**src/rtl/ps2_cmd_tx.sv**
```systemverilog
module ps2_cmd_tx #(
  parameter int INHIBIT_CYC = 5000,
  parameter int TIMEOUT_CYC = 750000
) (
  input  logic       clk,
  input  logic       rst_n,
  input  logic       start,
  input  logic [7:0] cmd_code,
  input  logic [7:0] cmd_arg,
  input  logic       rx_valid,
  input  logic [7:0] rx_byte,
  input  logic       ps2_clk_in,
  input  logic       ps2_dat_in,
  output logic       ps2_clk_hold_n,
  output logic       ps2_dat_hold_n,
  output logic       busy,
  output logic       done,
  output logic       error,
  output logic [2:0] err_kind
);

  localparam int TMAX = (INHIBIT_CYC > TIMEOUT_CYC) ? INHIBIT_CYC : TIMEOUT_CYC;
  localparam int TW   = $clog2(TMAX + 1);

  localparam logic [7:0] CMD_LEDS   = 8'hED;
  localparam logic [7:0] CMD_ECHO   = 8'hEE;
  localparam logic [7:0] CMD_RATE   = 8'hF3;
  localparam logic [7:0] CMD_RESEND = 8'hFE;
  localparam logic [7:0] CMD_RESET  = 8'hFF;
  localparam logic [7:0] REPLY_OK   = 8'hFA;

  localparam logic [2:0] K_NONE  = 3'd0;
  localparam logic [2:0] K_NACK  = 3'd1;
  localparam logic [2:0] K_TMO   = 3'd2;
  localparam logic [2:0] K_REPLY = 3'd3;
  localparam logic [2:0] K_CODE  = 3'd4;

  typedef enum logic [2:0] {S_IDLE, S_INH, S_XFER, S_LINE, S_REPLY} st_t;

  st_t         state;
  logic [TW-1:0] timer;
  logic [3:0]  bitn;
  logic [8:0]  shreg;
  logic [7:0]  arg_q;
  logic        tx_bit, has_arg, second;
  logic [2:0]  kind;
  logic [2:0]  cs;
  logic [1:0]  ds;

  wire fall      = cs[2] & ~cs[1];
  wire line_clk  = cs[1];
  wire line_dat  = ds[1];
  wire inh_end   = (timer == TW'(INHIBIT_CYC - 1));
  wire tmo       = (timer == TW'(TIMEOUT_CYC - 1));
  wire supported = (cmd_code == CMD_LEDS) || (cmd_code == CMD_ECHO) ||
                   (cmd_code == CMD_RATE) || (cmd_code == CMD_RESEND) ||
                   (cmd_code == CMD_RESET);
  wire needs_arg = (cmd_code == CMD_LEDS) || (cmd_code == CMD_RATE);

  always_ff @(posedge clk) begin
    if (!rst_n) begin
      cs <= 3'b111;
      ds <= 2'b11;
    end else begin
      cs <= {cs[1:0], ps2_clk_in};
      ds <= {ds[0], ps2_dat_in};
    end
  end

  always_ff @(posedge clk) begin
    if (!rst_n) begin
      state   <= S_IDLE;
      timer   <= '0;
      bitn    <= '0;
      shreg   <= '0;
      arg_q   <= '0;
      tx_bit  <= 1'b1;
      has_arg <= 1'b0;
      second  <= 1'b0;
      kind    <= K_NONE;
      done    <= 1'b0;
    end else begin
      done <= 1'b0;
      case (state)
        S_IDLE: begin
          tx_bit <= 1'b1;
          if (start) begin
            if (supported) begin
              shreg   <= {~^cmd_code, cmd_code};
              arg_q   <= cmd_arg;
              has_arg <= needs_arg;
              second  <= 1'b0;
              timer   <= '0;
              state   <= S_INH;
            end else begin
              done <= 1'b1;
              kind <= K_CODE;
            end
          end
        end
        S_INH: begin
          if (inh_end) begin
            state  <= S_XFER;
            timer  <= '0;
            bitn   <= '0;
            tx_bit <= 1'b0;
          end else begin
            timer <= timer + 1'b1;
          end
        end
        S_XFER: begin
          if (fall) begin
            timer <= '0;
            bitn  <= bitn + 1'b1;
            if (bitn < 4'd9) begin
              tx_bit <= shreg[0];
              shreg  <= {1'b1, shreg[8:1]};
            end else if (bitn == 4'd9) begin
              tx_bit <= 1'b1;
            end else begin
              tx_bit <= 1'b1;
              if (!line_dat) begin
                state <= S_LINE;
              end else begin
                state <= S_IDLE;
                done  <= 1'b1;
                kind  <= K_NACK;
              end
            end
          end else if (tmo) begin
            state  <= S_IDLE;
            tx_bit <= 1'b1;
            done   <= 1'b1;
            kind   <= K_TMO;
          end else begin
            timer <= timer + 1'b1;
          end
        end
        S_LINE: begin
          if (line_clk && line_dat) begin
            timer <= '0;
            if (has_arg && !second) begin
              state <= S_REPLY;
            end else begin
              state <= S_IDLE;
              done  <= 1'b1;
              kind  <= K_NONE;
            end
          end else if (tmo) begin
            state <= S_IDLE;
            done  <= 1'b1;
            kind  <= K_TMO;
          end else begin
            timer <= timer + 1'b1;
          end
        end
        S_REPLY: begin
          if (rx_valid) begin
            if (rx_byte == REPLY_OK) begin
              second <= 1'b1;
              shreg  <= {~^arg_q, arg_q};
              timer  <= '0;
              state  <= S_INH;
            end else begin
              state <= S_IDLE;
              done  <= 1'b1;
              kind  <= K_REPLY;
            end
          end else if (tmo) begin
            state <= S_IDLE;
            done  <= 1'b1;
            kind  <= K_TMO;
          end else begin
            timer <= timer + 1'b1;
          end
        end
        default: state <= S_IDLE;
      endcase
    end
  end

  assign busy           = (state != S_IDLE);
  assign ps2_clk_hold_n = ~(state == S_INH);
  assign ps2_dat_hold_n = ~((state == S_XFER) && !tx_bit);
  assign error          = done && (kind != K_NONE);
  assign err_kind       = kind;

endmodule

```
**config.mk**
```make
export PLATFORM = sky130hd
export DESIGN_NAME = ps2_cmd_tx
export DESIGN_NICKNAME = d
export VERILOG_FILES = /design/src/rtl/ps2_cmd_tx.sv
export SDC_FILE = /design/constraint.sdc
export NUM_CORES = 1
export LEC_CHECK = 0
export ABC_AREA = 1
export BUFFER_PORTS_ARGS = -buffer_cell sky130_fd_sc_hd__buf_2
export CAP_MARGIN = 15
export CORE_UTILIZATION = 45
export DETAILED_ROUTE_END_ITERATION = 8
export PLACE_DENSITY = 0.6
export REMOVE_ABC_BUFFERS = 1
export SETUP_SLACK_MARGIN = 0.4
export SLEW_MARGIN = 10
export SYNTH_ARGS = -nofsm -noshare
export SYNTH_HDL_FRONTEND = slang
export SYNTH_SLANG_ARGS = --single-unit
```
**constraint.sdc**
```tcl
create_clock -name clk -period 2.7 [get_ports clk]
set_input_delay 0 -clock clk [delete_from_list [all_inputs] [get_ports clk]]
set_output_delay 0 -clock clk [all_outputs]
set_load 0.005 [all_outputs]
```
==> flow_metrics.env, run 1 <==
export IMPL_yosys_warnings=0
export IMPL_clkTransAtPathRegs_ns=0.11
export IMPL_ys_flop_type="dfxtp_1"
export IMPL_cts_sinks=56
export IMPL_tritoncts="done"
export IMPL_critPathRequiredTime_ns=2.87
export IMPL_grt_pass1_vias=3717
export IMPL_path_class="reg -> reg"
export IMPL_numCtsBuffers=5
export IMPL_p_per_area_nw_per_um2=374.5
export IMPL_timing_rr_start="timer[0]$_SDFFE_PN0P_"
export IMPL_post_cts_buffers=0
export IMPL_fin_crit_ns=2.016
export IMPL_cts_root_buf="clkbuf_8"
export IMPL_dieArea_um2=8912
export IMPL_initial_core_util_pct=46.53
export IMPL_placement_io_buffers=37
export IMPL_dp_cells=716
export IMPL_cap_violations=0
export IMPL_antenna_left=0
export IMPL_ios=38
export IMPL_crit_path_start="timer[0]$_SDFFE_PN0P_"
export IMPL_drive_above_1_share_pct=16.48
export IMPL_startpoint_type="flip-flop"
export IMPL_dp_hpwl_mm=7.874
export IMPL_rsz0062_at_grt="no"
export IMPL_post_route_period_util_pct=74.67
export IMPL_antenna_found_initial=0
export IMPL_slew_viol_final=0
export IMPL_min_path_type="in -> reg"
export IMPL_final_setup_viol_count=0
export IMPL_syn_avg_cell_area_um2=6.546
export IMPL_dr_first_iter_drc_count=226
export IMPL_final_cell_mix="nand2_1 (154), nor2_1 (65), a21oi_1 (56)"
export IMPL_hp_start="cmd_code[5]"
export IMPL_grt_max_degree=30
export IMPL_route_detailed_drc=0
export IMPL_cts_buffer_depth=2
export IMPL_syn_area_um2=3842
export IMPL_worst_slew_pin_slew_ns=1.042
export IMPL_fp_coreArea_um2=8258
export IMPL_ys_ff_latch=56
export IMPL_async_flop_share_pct=0
export IMPL_place_ws_ns=0.6123
export IMPL_synth_edff_count=0
export IMPL_grtUsageTotal_pct=25.35
export IMPL_area_growth_syn_to_layout_pct=12.28
export IMPL_gp_congestion=0.9857
export IMPL_vias=3903
export IMPL_fin_util_pct=52.24
export IMPL_cts_max_level=2
export IMPL_ys_seq_area_share_pct=29.18
export IMPL_vias_per_cell=5.303
export IMPL_fmax_mhz=496.0
export IMPL_max_vdd_ir_drop_uv=190.8
export IMPL_outcome="finished clean"
export IMPL_yosysUniqueCellTypes=40
export IMPL_post_drt_wl_per_cell_um=14.20
export IMPL_die_x_um=94.41
export IMPL_wl_mm=10.45
export IMPL_tns_ns=0
export IMPL_gr_total_overflow=0
export IMPL_grt_pass1_wl_mm=17.60
export IMPL_layout_commonest_cell="nand2_1"
export IMPL_rows=33
export IMPL_fin_skew_ns=0.008053
export IMPL_hold_violations=0
export IMPL_clock_latency_ns=0.32
export IMPL_leakagePower_nw=1.810
export IMPL_nets=672
export IMPL_cp_max_fo=8
export IMPL_slew_headroom_pct=30.47
export IMPL_stdcell_count=736
export IMPL_drtPass1Iterations=5
export IMPL_die_h_um=94.41
export IMPL_antenna_cells=0
export IMPL_worstSetupEndpointType="flip-flop"
export IMPL_arrival_ns=2.19
export IMPL_worst_slack_ns=0.6839
export IMPL_postSynthCellCount=587
[per-layer routing]
| layer | vias up | global-route usage (%) | share of wire, % |
|---|---|---|---|
| met5 | - | 0 | 0 |
| met4 | 0 | 8.462 | 1.9 |
| met3 | 19 | 2.496 | 3.2 |
| met2 | 77 | 41.24 | 45 |
| met1 | 1803 | 34.96 | 50 |
| li1 | 2004 | - | - |
[cell type report]
type | instances | area (um^2)
fillers | 855 | 3944
multi-input cells | 454 | 2385
flip-flops and latches | 56 | 1122
repair buffers | 50 | 312.8
inverters | 63 | 241.5
well taps | 105 | 131.4
clock buffers | 6 | 82.58
clock inverters | 2 | 38.79
[metrics by stage]
step / hold slack (ns) / total power, mW / cell area (um^2)
detailed placement: 0.1949 / 1.021 / 4066
global route: 0.02873 / 1.694 / 4314
finish: 0.007415 / 1.616 / 4314
CTS: 0.0009058 / 1.635 / 4308
global placement: 0.1858 / 1.019 / 4066
floorplan: 0.06876 / 0.9599 / 3742
[state kept, by name, indices dropped and copies added, names as in the netlist, 2 cells and up]
| name | flops |
|---|---|
| bitn | 4 |
| shreg | 9 |
| state | 3 |
| ds | 2 |
| arg_q | 8 |
| err_kind | 3 |
| cs | 3 |
| timer | 20 |
[synth_stat cells (3+ instances only)]
| cell | number | area (um^2) |
|---|---|---|
| nand2_2 | 12 | 75.07 |
| inv_2 | 10 | 37.54 |
| xnor2_1 | 8 | 70.07 |
| nand3b_1 | 3 | 22.52 |
| a21oi_1 | 56 | 280.3 |
| nand3_1 | 39 | 195.2 |
| a221oi_1 | 5 | 43.79 |
| buf_4 | 3 | 22.52 |
| buf_6 | 3 | 33.78 |
| a22o_1 | 3 | 26.28 |
| dfxtp_1 | 56 | 1121 |
| nand3_2 | 3 | 30.03 |
| clkbuf_1 | 5 | 18.77 |
| ha_1 | 12 | 150.1 |
| inv_1 | 51 | 191.4 |
| nor2_4 | 5 | 56.30 |
| or2_2 | 5 | 31.28 |
| nor3_1 | 9 | 45.04 |
| nor2_1 | 65 | 244.0 |
| nand2_4 | 4 | 45.04 |
| xor2_1 | 5 | 43.79 |
| nand4_1 | 16 | 100.1 |
| nand2_1 | 154 | 578.1 |
| nor2_2 | 5 | 31.28 |
| o21ai_0 | 28 | 140.1 |
[path summary, 6_finish.rpt]
check                                              end  cells past startpoint  slack (ns)
worst max-delay path            timer[18]$_SDFFE_PN0P_                     10        0.68
worst min-delay path             shreg[5]$_SDFFE_PN0P_                      3       0.007
worst max register to register  timer[18]$_SDFFE_PN0P_                     10        0.68
worst min register to register        cs[1]$_SDFF_PN1_                      1        0.43
[power by group]
part	internal [mW]	total [mW]	switching, mW
clock network	0.304	0.600	0.296
registers	0.840	0.851	0.0112
logic	0.0707	0.165	0.0938
[logic make-up after synthesis]
family	synth area share [%]
buffers and inverters	8.889
XOR/XNOR	2.963
flip-flops	29.18
adder cells (fa/ha/maj)	3.907
AO/OA/AOI/OAI	14.85
AND/OR/NAND/NOR	40.21
[worst max-delay path: stages (launching register included)]
cell and delay [ns]:
dfxtp_1 0.41, ha_1 0.24, nand2_2 0.10, nor2_2 0.30, nand3_1 0.16, nor2_1 0.24
nand2_1 0.13, o21ai_1 0.13, nand2_1 0.06, nand2_1 0.05, a21oi_1 0.05
[repair_timing]
| action | 4_1_cts | 5_1_grt |
|---|---|---|
| hold buffers | 12 | 0 |
| gates resized for setup | 0 | 2 |
| endpoints found under the hold margin | 12 | 0 |
| setup endpoints to repair | 0 | 3 |
(Power assumes the default switching activity.)
==> run 2, diff against run 1 <==
--- a/config.mk
+++ b/config.mk
@@ -5,12 +5,12 @@
 export SDC_FILE = /design/constraint.sdc
 export NUM_CORES = 1
 export LEC_CHECK = 0
-export ABC_AREA = 1
+export ABC_AREA = 0
 export BUFFER_PORTS_ARGS = -buffer_cell sky130_fd_sc_hd__buf_2
 export CAP_MARGIN = 15
 export CORE_UTILIZATION = 45
 export DETAILED_ROUTE_END_ITERATION = 8
-export PLACE_DENSITY = 0.6
+export PLACE_DENSITY = 0.63
 export REMOVE_ABC_BUFFERS = 1
 export SETUP_SLACK_MARGIN = 0.4
 export SLEW_MARGIN = 10
==> constraint.sdc (replaced) <==
create_clock -name clk -period 1.8 [get_ports clk]
set_input_delay 0 -clock clk [delete_from_list [all_inputs] [get_ports clk]]
set_output_delay 0 -clock clk [all_outputs]
set_load 0.005 [all_outputs]
==> run 2 against run 1 <==
The run now ends with setup timing left. Combinational power grew to 17 times the previous value. Routed wire length rose by 16%. Via count rose by 1.4%. Clock-buffer cell count shrank 1. Die area is 11% lower. Cell area up 23%. Core utilization rose by 20 points. Synthesized area is 11% lower. Worst hold slack improved by 0.026 ns. Clock skew is essentially flat. First-iteration DRC count decreased by 19%. Highest routed layer unchanged.
==> flow_metrics.env, run 2 <==
export IMPL_outcome="finished, violations left"
export IMPL_violations="setup timing"
export IMPL_initial_core_util_pct=46.86
export IMPL_grt_pass1_wl_mm=17.79
export IMPL_final_cell_mix="buf_4 (76), dfxtp_1 (45), buf_2 (36)"
export IMPL_hold_violations=0
export IMPL_fp_coreArea_um2=7292
export IMPL_syn_area_um2=3417
export IMPL_die_x_um=89.14
export IMPL_clkTransAtPathRegs_ns=0.11
export IMPL_dr_first_iter_drc_count=182
export IMPL_post_route_period_util_pct=118.6
export IMPL_yosys_top_cells_count="dfxtp_1 (56), nand2_1 (45), a21oi_1 (38), nor2_1 (33), nand3_1 (23)"
export IMPL_tns_ns=-7.234
export IMPL_cp_cell_sequence="nor3_2, nand4_1, or4_4, a21o_4, o2111a_1, a31o_2"
export IMPL_placement_io_buffers=37
export IMPL_p_comb_share_pct=54.1
export IMPL_route_detailed_drc=0
export IMPL_largest_reg_flops=20
export IMPL_cap_violations=0
export IMPL_synth_adder_area_share_pct=4.394
export IMPL_clock_latency_ns=0.32
export IMPL_stdcell_count=659
export IMPL_rsz0062_at_grt="yes"
export IMPL_drtPass1Iterations=6
export IMPL_postSynthCellCount=432
export IMPL_grtUsageTotal_pct=29.53
export IMPL_dp_cells=625
export IMPL_final_setup_viol_count=40
export IMPL_dr_wl_met3_um=733
export IMPL_vias_per_cell=6.003
export IMPL_synth_top_area_share_pct=32.81
export IMPL_p_seq_share_pct=29.2
export IMPL_gp_congestion=0.9499
export IMPL_yosys_warnings=0
export IMPL_ys_ff_latch=56
export IMPL_reg2reg_slack_ns=-0.33
export IMPL_pwr_share_clk_pct=16.7
export IMPL_rows=31
export IMPL_numCtsBuffers=5
export IMPL_slew_headroom_pct=62.59
export IMPL_post_drt_wl_per_cell_um=18.40
export IMPL_tritoncts="done"
export IMPL_cts_root_buf="clkbuf_8"
export IMPL_syn_avg_cell_area_um2=7.910
export IMPL_yosysUniqueCellTypes=68
export IMPL_fin_util_pct=72.67
export IMPL_place_ws_ns=-0.4461
export IMPL_fin_crit_ns=2.134
export IMPL_die_h_um=89.14
export IMPL_wl_mm=12.13
export IMPL_cts_sinks=56
export IMPL_synth_simple_area_share_pct=23.25
export IMPL_wl_met1_mm=4.760
export IMPL_fmax_mhz=468.6
export IMPL_power_switching_mw=2.102
export IMPL_grt_pass1_vias=3686
export IMPL_synth_most_common_cell="dfxtp_1"
export IMPL_layout_commonest_cell="buf_4"
export IMPL_antenna_left=0
export IMPL_path_class="reg -> reg"
export IMPL_critPathRequiredTime_ns=2.02
export IMPL_vias=3956
export IMPL_max_vdd_ir_drop_uv=514.2
export IMPL_slew_viol_final=0
export IMPL_top_layer_used="met4"
export IMPL_gr_total_overflow=0
export IMPL_synth_top_cells_by_area="dfxtp_1 (33%), a21oi_1 (5.6%), nand2_1 (4.9%)"
export IMPL_yosysTopAreaCell="dfxtp_1"
export IMPL_cts_buffer_depth=2
export IMPL_regMostFlops="timer"
export IMPL_ys_seq_area_share_pct=32.81
export IMPL_area_growth_syn_to_layout_pct=55.07
export IMPL_synth_mux_area_share_pct=0.6225
export IMPL_startpoint_type="flip-flop"
export IMPL_nets=601
export IMPL_worst_slack_ns=-0.3339
export IMPL_leakagePower_nw=2.057
export IMPL_switching_share_pct=39.64
export IMPL_cts_max_level=2
export IMPL_p_int_mw=3.200
export IMPL_worstSetupEndpointType="flip-flop"
export IMPL_cp_max_fo=8
export IMPL_ys_flop_type="dfxtp_1"
export IMPL_top_regs="timer x20, shreg x9, arg_q x8"
export IMPL_critPathMaxStageDelay_ns=0.62
export IMPL_synth_xor_area_share_pct=2.819
export IMPL_wl_met2_mm=6.225
export IMPL_antenna_cells=0
export IMPL_synth_edff_count=0
export IMPL_antenna_found_initial=0
export IMPL_p_per_area_nw_per_um2=1000
export IMPL_cp_slowest_cell="or4_4"
export IMPL_min_path_type="in -> reg"
export IMPL_async_flop_share_pct=0
export IMPL_drive_above_1_share_pct=48.04
export IMPL_worst_slew_pin_slew_ns=0.5552
export IMPL_p_total_mw=5.301
export IMPL_synth_compound_area_share_pct=29.40
export IMPL_arrival_ns=2.36
export IMPL_dp_hpwl_mm=7.550
export IMPL_grt_max_degree=36
export IMPL_synth_top_family_by_area="compound AO/OA/AOI/OAI gates"
export IMPL_dieArea_um2=7946
export IMPL_ios=38
export IMPL_fin_skew_ns=0.008109
-- run 2: final timing paths --
check,startpoint,endpoint,depth (start not counted)
worst min-delay path,cmd_code[6],shreg[6]$_SDFFE_PN0P_,3
worst min register to register,ds[0]$_SDFF_PN1_,ds[1]$_SDFF_PN1_,1
worst max register to register,timer[18]$_SDFFE_PN0P_,timer[13]$_SDFFE_PN0P_,6
worst max-delay path,timer[18]$_SDFFE_PN0P_,timer[13]$_SDFFE_PN0P_,6
-- run 2: logic make-up (layout without fill, tap and decap cells) --
family / count (synthesis) / after routing
muxes: 2 / 2
AOI/OAI and AO/OA: 142 / 143
adders and majority gates: 12 / 12
and+or+nand+nor: 162 / 163
buffers and inverters: 47 / 173
DFF: 56 / 56
xor gates and xnor gates: 11 / 11
-- run 2: timing repair --
action,in CTS,in global routing
pin swaps,40,45
hold buffers,10,0
endpoints found under the setup margin,52,54
gates cloned,2,1
setup buffers,9,4
gates resized for setup,92,65
endpoints found under the hold margin,10,0
-- run 2: worst max-delay path: cells and delay by family, from the launching register on --
family | cells | cell delay (ns)
AOI/OAI and AO/OA | 3 | 0.62
DFF | 1 | 0.34
and+or+nand+nor | 3 | 1.07
-- run 2: cell type report --
class,count,area [um^2]
inverters,17,63.81
multi-input cells,331,2646
repair buffers,148,1210
clock inverters,3,46.29
clock buffers,5,68.82
flip-flops and latches,56,1140
fillers,559,1993
well taps,99,123.9
-- run 2: stage by stage --
step                hold WS (ns)  instance area, um^2
global route             0.04043                 5299
detailed placement        0.1905                 4277
floorplan                0.07304                 3252
global placement          0.1837                 4277
CTS                      0.02016                 4935
finish                   0.03360                 5299
-- run 2: power groups by stage --
stage	sequential (mW)	combinational (mW)	clock [mW]
floorplan	1.56	1.02	0
global route	1.56	3.07	0.931
global placement	1.52	1.95	0
CTS	1.52	2.48	0.894
detailed placement	1.53	1.98	0
finish	1.55	2.87	0.887
-- run 2: per-layer routing --
metal  track usage [%]  vias to the layer above
li1                  -                     1865
met1             35.76                     1881
met2             52.67                      168
met3             3.878                       42
met4             12.12                        0
met5                 0                        -
==> run 3, diff against run 2 <==
--- a/config.mk
+++ b/config.mk
@@ -8,11 +8,11 @@
 export ABC_AREA = 0
 export BUFFER_PORTS_ARGS = -buffer_cell sky130_fd_sc_hd__buf_2
 export CAP_MARGIN = 15
-export CORE_UTILIZATION = 45
+export CORE_UTILIZATION = 53
 export DETAILED_ROUTE_END_ITERATION = 8
-export PLACE_DENSITY = 0.63
+export PLACE_DENSITY = 0.73
 export REMOVE_ABC_BUFFERS = 1
-export SETUP_SLACK_MARGIN = 0.4
+export SETUP_SLACK_MARGIN = 0.1
 export SLEW_MARGIN = 10
 export SYNTH_ARGS = -nofsm -noshare
 export SYNTH_HDL_FRONTEND = slang
==> run 3 against run 2 <==
The flow still finishes with violations (setup timing). Final cell count is 3.5% lower. Die area is 15% lower. Flip-flop and latch count stayed put. Clock skew is 0.0022 ns higher. Combinational power is 13% lower. Register-to-register slack hardly changed. Sequential power hardly changed. Via count is 2.1% higher. Critical path depth is 1 higher. Worst hold slack better by 0.015 ns. Critical path type unchanged.
==> flow_metrics.env, run 3 (synthesis results as in run 2) <==
export IMPL_antenna_found_initial=0
export IMPL_regMostFlops="timer"
export IMPL_clock_latency_ns=0.32
export IMPL_arrival_ns=2.34
export IMPL_drive_above_1_share_pct=41.53
export IMPL_fin_crit_ns=2.147
export IMPL_critPathRequiredTime_ns=1.99
export IMPL_nFillCells=393
export IMPL_violations="setup timing"
export IMPL_startpoint_type="flip-flop"
export IMPL_final_area_um2=4911
export IMPL_cts_sinks=56
export IMPL_drtPass1Iterations=6
export IMPL_reg2reg_slack_ns=-0.35
export IMPL_cp_cell_sequence="ha_4, and3_4, nand3_1, or4_1, a21o_1, a211oi_2, o211ai_1"
export IMPL_whs_path_depth=3
export IMPL_max_vdd_ir_drop_uv=706.5
export IMPL_vias=4038
export IMPL_min_path_type="in -> reg"
export IMPL_path_class="reg -> reg"
export IMPL_outcome="finished, violations left"
export IMPL_post_drt_wl_per_cell_um=18.39
export IMPL_largest_reg_flops=20
export IMPL_fin_skew_ns=0.01031
export IMPL_clkTransAtPathRegs_ns=0.11
export IMPL_ios=38
export IMPL_rows=28
export IMPL_fmax_mhz=465.8
export IMPL_ff2ff_path_depth=7
export IMPL_tritoncts="done"
export IMPL_wl_mm=11.70
export IMPL_die_h_um=82.30
export IMPL_layout_commonest_cell="buf_4"
export IMPL_grt_pass1_vias=3728
export IMPL_cp_max_fo=4
export IMPL_cts_buffer_depth=2
export IMPL_fp_coreArea_um2=6061
export IMPL_dp_hpwl_mm=7.665
export IMPL_hp_start="cmd_code[4]"
export IMPL_worst_slack_ns=-0.3470
export IMPL_vias_per_cell=6.349
export IMPL_grt_max_degree=36
export IMPL_gp_congestion=0.9760
export IMPL_dpl_cell_area_um2=4197
export IMPL_route_detailed_drc=0
export IMPL_slew_headroom_pct=68.69
export IMPL_hold_violations=0
export IMPL_critPathMaxStageDelay_ns=0.59
export IMPL_post_route_period_util_pct=119.3
export IMPL_worstSetupEndpointType="flip-flop"
export IMPL_leakagePower_nw=1.966
export IMPL_holdWs_ns=0.04851
export IMPL_slew_viol_final=0
export IMPL_final_cell_mix="buf_4 (92), dfxtp_1 (43), nand2_1 (42)"
export IMPL_nets=602
export IMPL_antenna_cells=0
export IMPL_cts_root_buf="clkbuf_8"
export IMPL_gr_total_overflow=0
export IMPL_area_growth_syn_to_layout_pct=43.72
export IMPL_grtUsageTotal_pct=34.28
export IMPL_holdPathEnd="shreg[4]$_SDFFE_PN0P_"
export IMPL_crit_family="simple AND/OR/NAND/NOR gates"
export IMPL_grt_pass1_wl_mm=17.44
export IMPL_top_regs="timer x20, shreg x9, arg_q x8"
export IMPL_placement_io_buffers=37
export IMPL_final_setup_viol_count=32
export IMPL_rsz0062_at_grt="yes"
export IMPL_cap_violations=0
export IMPL_cts_max_level=2
export IMPL_timing_rr_start="timer[1]$_SDFFE_PN0P_"
export IMPL_dieArea_um2=6772
export IMPL_worst_slew_pin_slew_ns=0.4657
export IMPL_crit_buf_inv=0
export IMPL_p_per_area_nw_per_um2=960.5
export IMPL_r2r_end="tx_bit$_SDFFE_PN1P_"
export IMPL_antenna_left=0
export IMPL_dr_first_iter_drc_count=456
export IMPL_numCtsBuffers=5
export IMPL_initial_core_util_pct=56.38
export IMPL_die_x_um=82.30
export IMPL_cp_slowest_cell="or4_1"
-- run 3: cell count changes in the layout (fill, tap and decap cells not counted), moves of 3 or more --
cell,before,now
a21oi_2,20,7
nand2_4,9,0
nand2_1,31,42
buf_12,6,1
dfxtp_2,9,13
nor3_2,5,2
nand3_1,18,23
a21oi_1,18,29
buf_6,19,10
buf_4,76,92
nand3_2,5,0
nor2_4,5,2
-- run 3: how the worst max path moves through the flow --
| stage | slack, ns | from | cells past startpoint | to |
|---|---|---|---|---|
| floorplan | -0.40 | state[1]$_SDFFE_PN0P_ | 6 | timer[13]$_SDFFE_PN0P_ |
| global placement | -0.38 | timer[0]$_SDFFE_PN0P_ | 8 | timer[15]$_SDFFE_PN0P_ |
| detailed placement | -0.49 | timer[0]$_SDFFE_PN0P_ | 8 | timer[15]$_SDFFE_PN0P_ |
| CTS | -0.25 | timer[1]$_SDFFE_PN0P_ | 8 | timer[5]$_SDFFE_PN0P_ |
| global route | -0.38 | timer[1]$_SDFFE_PN0P_ | 8 | tx_bit$_SDFFE_PN1P_ |
| finish | -0.35 | timer[1]$_SDFFE_PN0P_ | 7 | tx_bit$_SDFFE_PN1P_ |
-- run 3: final cells by class --
type / instances / area, um^2 / area share, %
clock inverters: 3 / 18.77 / 0.3822
clock buffers: 5 / 68.82 / 1.401
well taps: 75 / 93.84 / 1.911
multi-input cells: 330 / 2420 / 49.27
inverters: 17 / 63.81 / 1.299
flip-flops and latches: 56 / 1137 / 23.16
repair buffers: 150 / 1109 / 22.57
-- run 3: power by group --
group / internal (mW) / switching, mW
Sequential: 1.39 / 0.127
Clock: 0.273 / 0.436
Combinational: 1.15 / 1.34
-- run 3: stage by stage --
stage	setup TNS, ns	power (mW)	setup slack [ns]	cells	util, %
after floorplan	-11.92	2.579	-0.3974	402	-
after global placement	-10.73	3.402	-0.3824	601	69.24
after detailed placement	-13.22	3.453	-0.4867	601	69.24
after CTS	-4.412	4.449	-0.2525	629	77.79
after global routing	-8.210	4.937	-0.3845	636	81.03
final	-6.350	4.717	-0.3470	636	81.03
-- run 3: metal layers --
metal / GRT usage [%] / part of all wire [%] / vias to the layer above
met5: 0 / 0 / -
met4: 18.95 / 3.7 / 0
met3: 5.934 / 8.0 / 52
met2: 58.26 / 50 / 243
met1: 40.77 / 39 / 1890
li1: - / - / 1853
-- run 3: repair_timing --
action | CTS | global route
hold endpoints to repair | 10 | 0
hold buffers | 10 | 0
setup endpoints to repair | 41 | 51
gates resized for setup | 60 | 39
buffers inserted | 9 | 7
cloned | 1 | 0
pin swaps | 38 | 18
-- run 3: tightest hold or removal path, cell delays in order --
cell	delay [ns]
buf_2	0.12
o221ai_2	0.10
a21oi_1	0.11
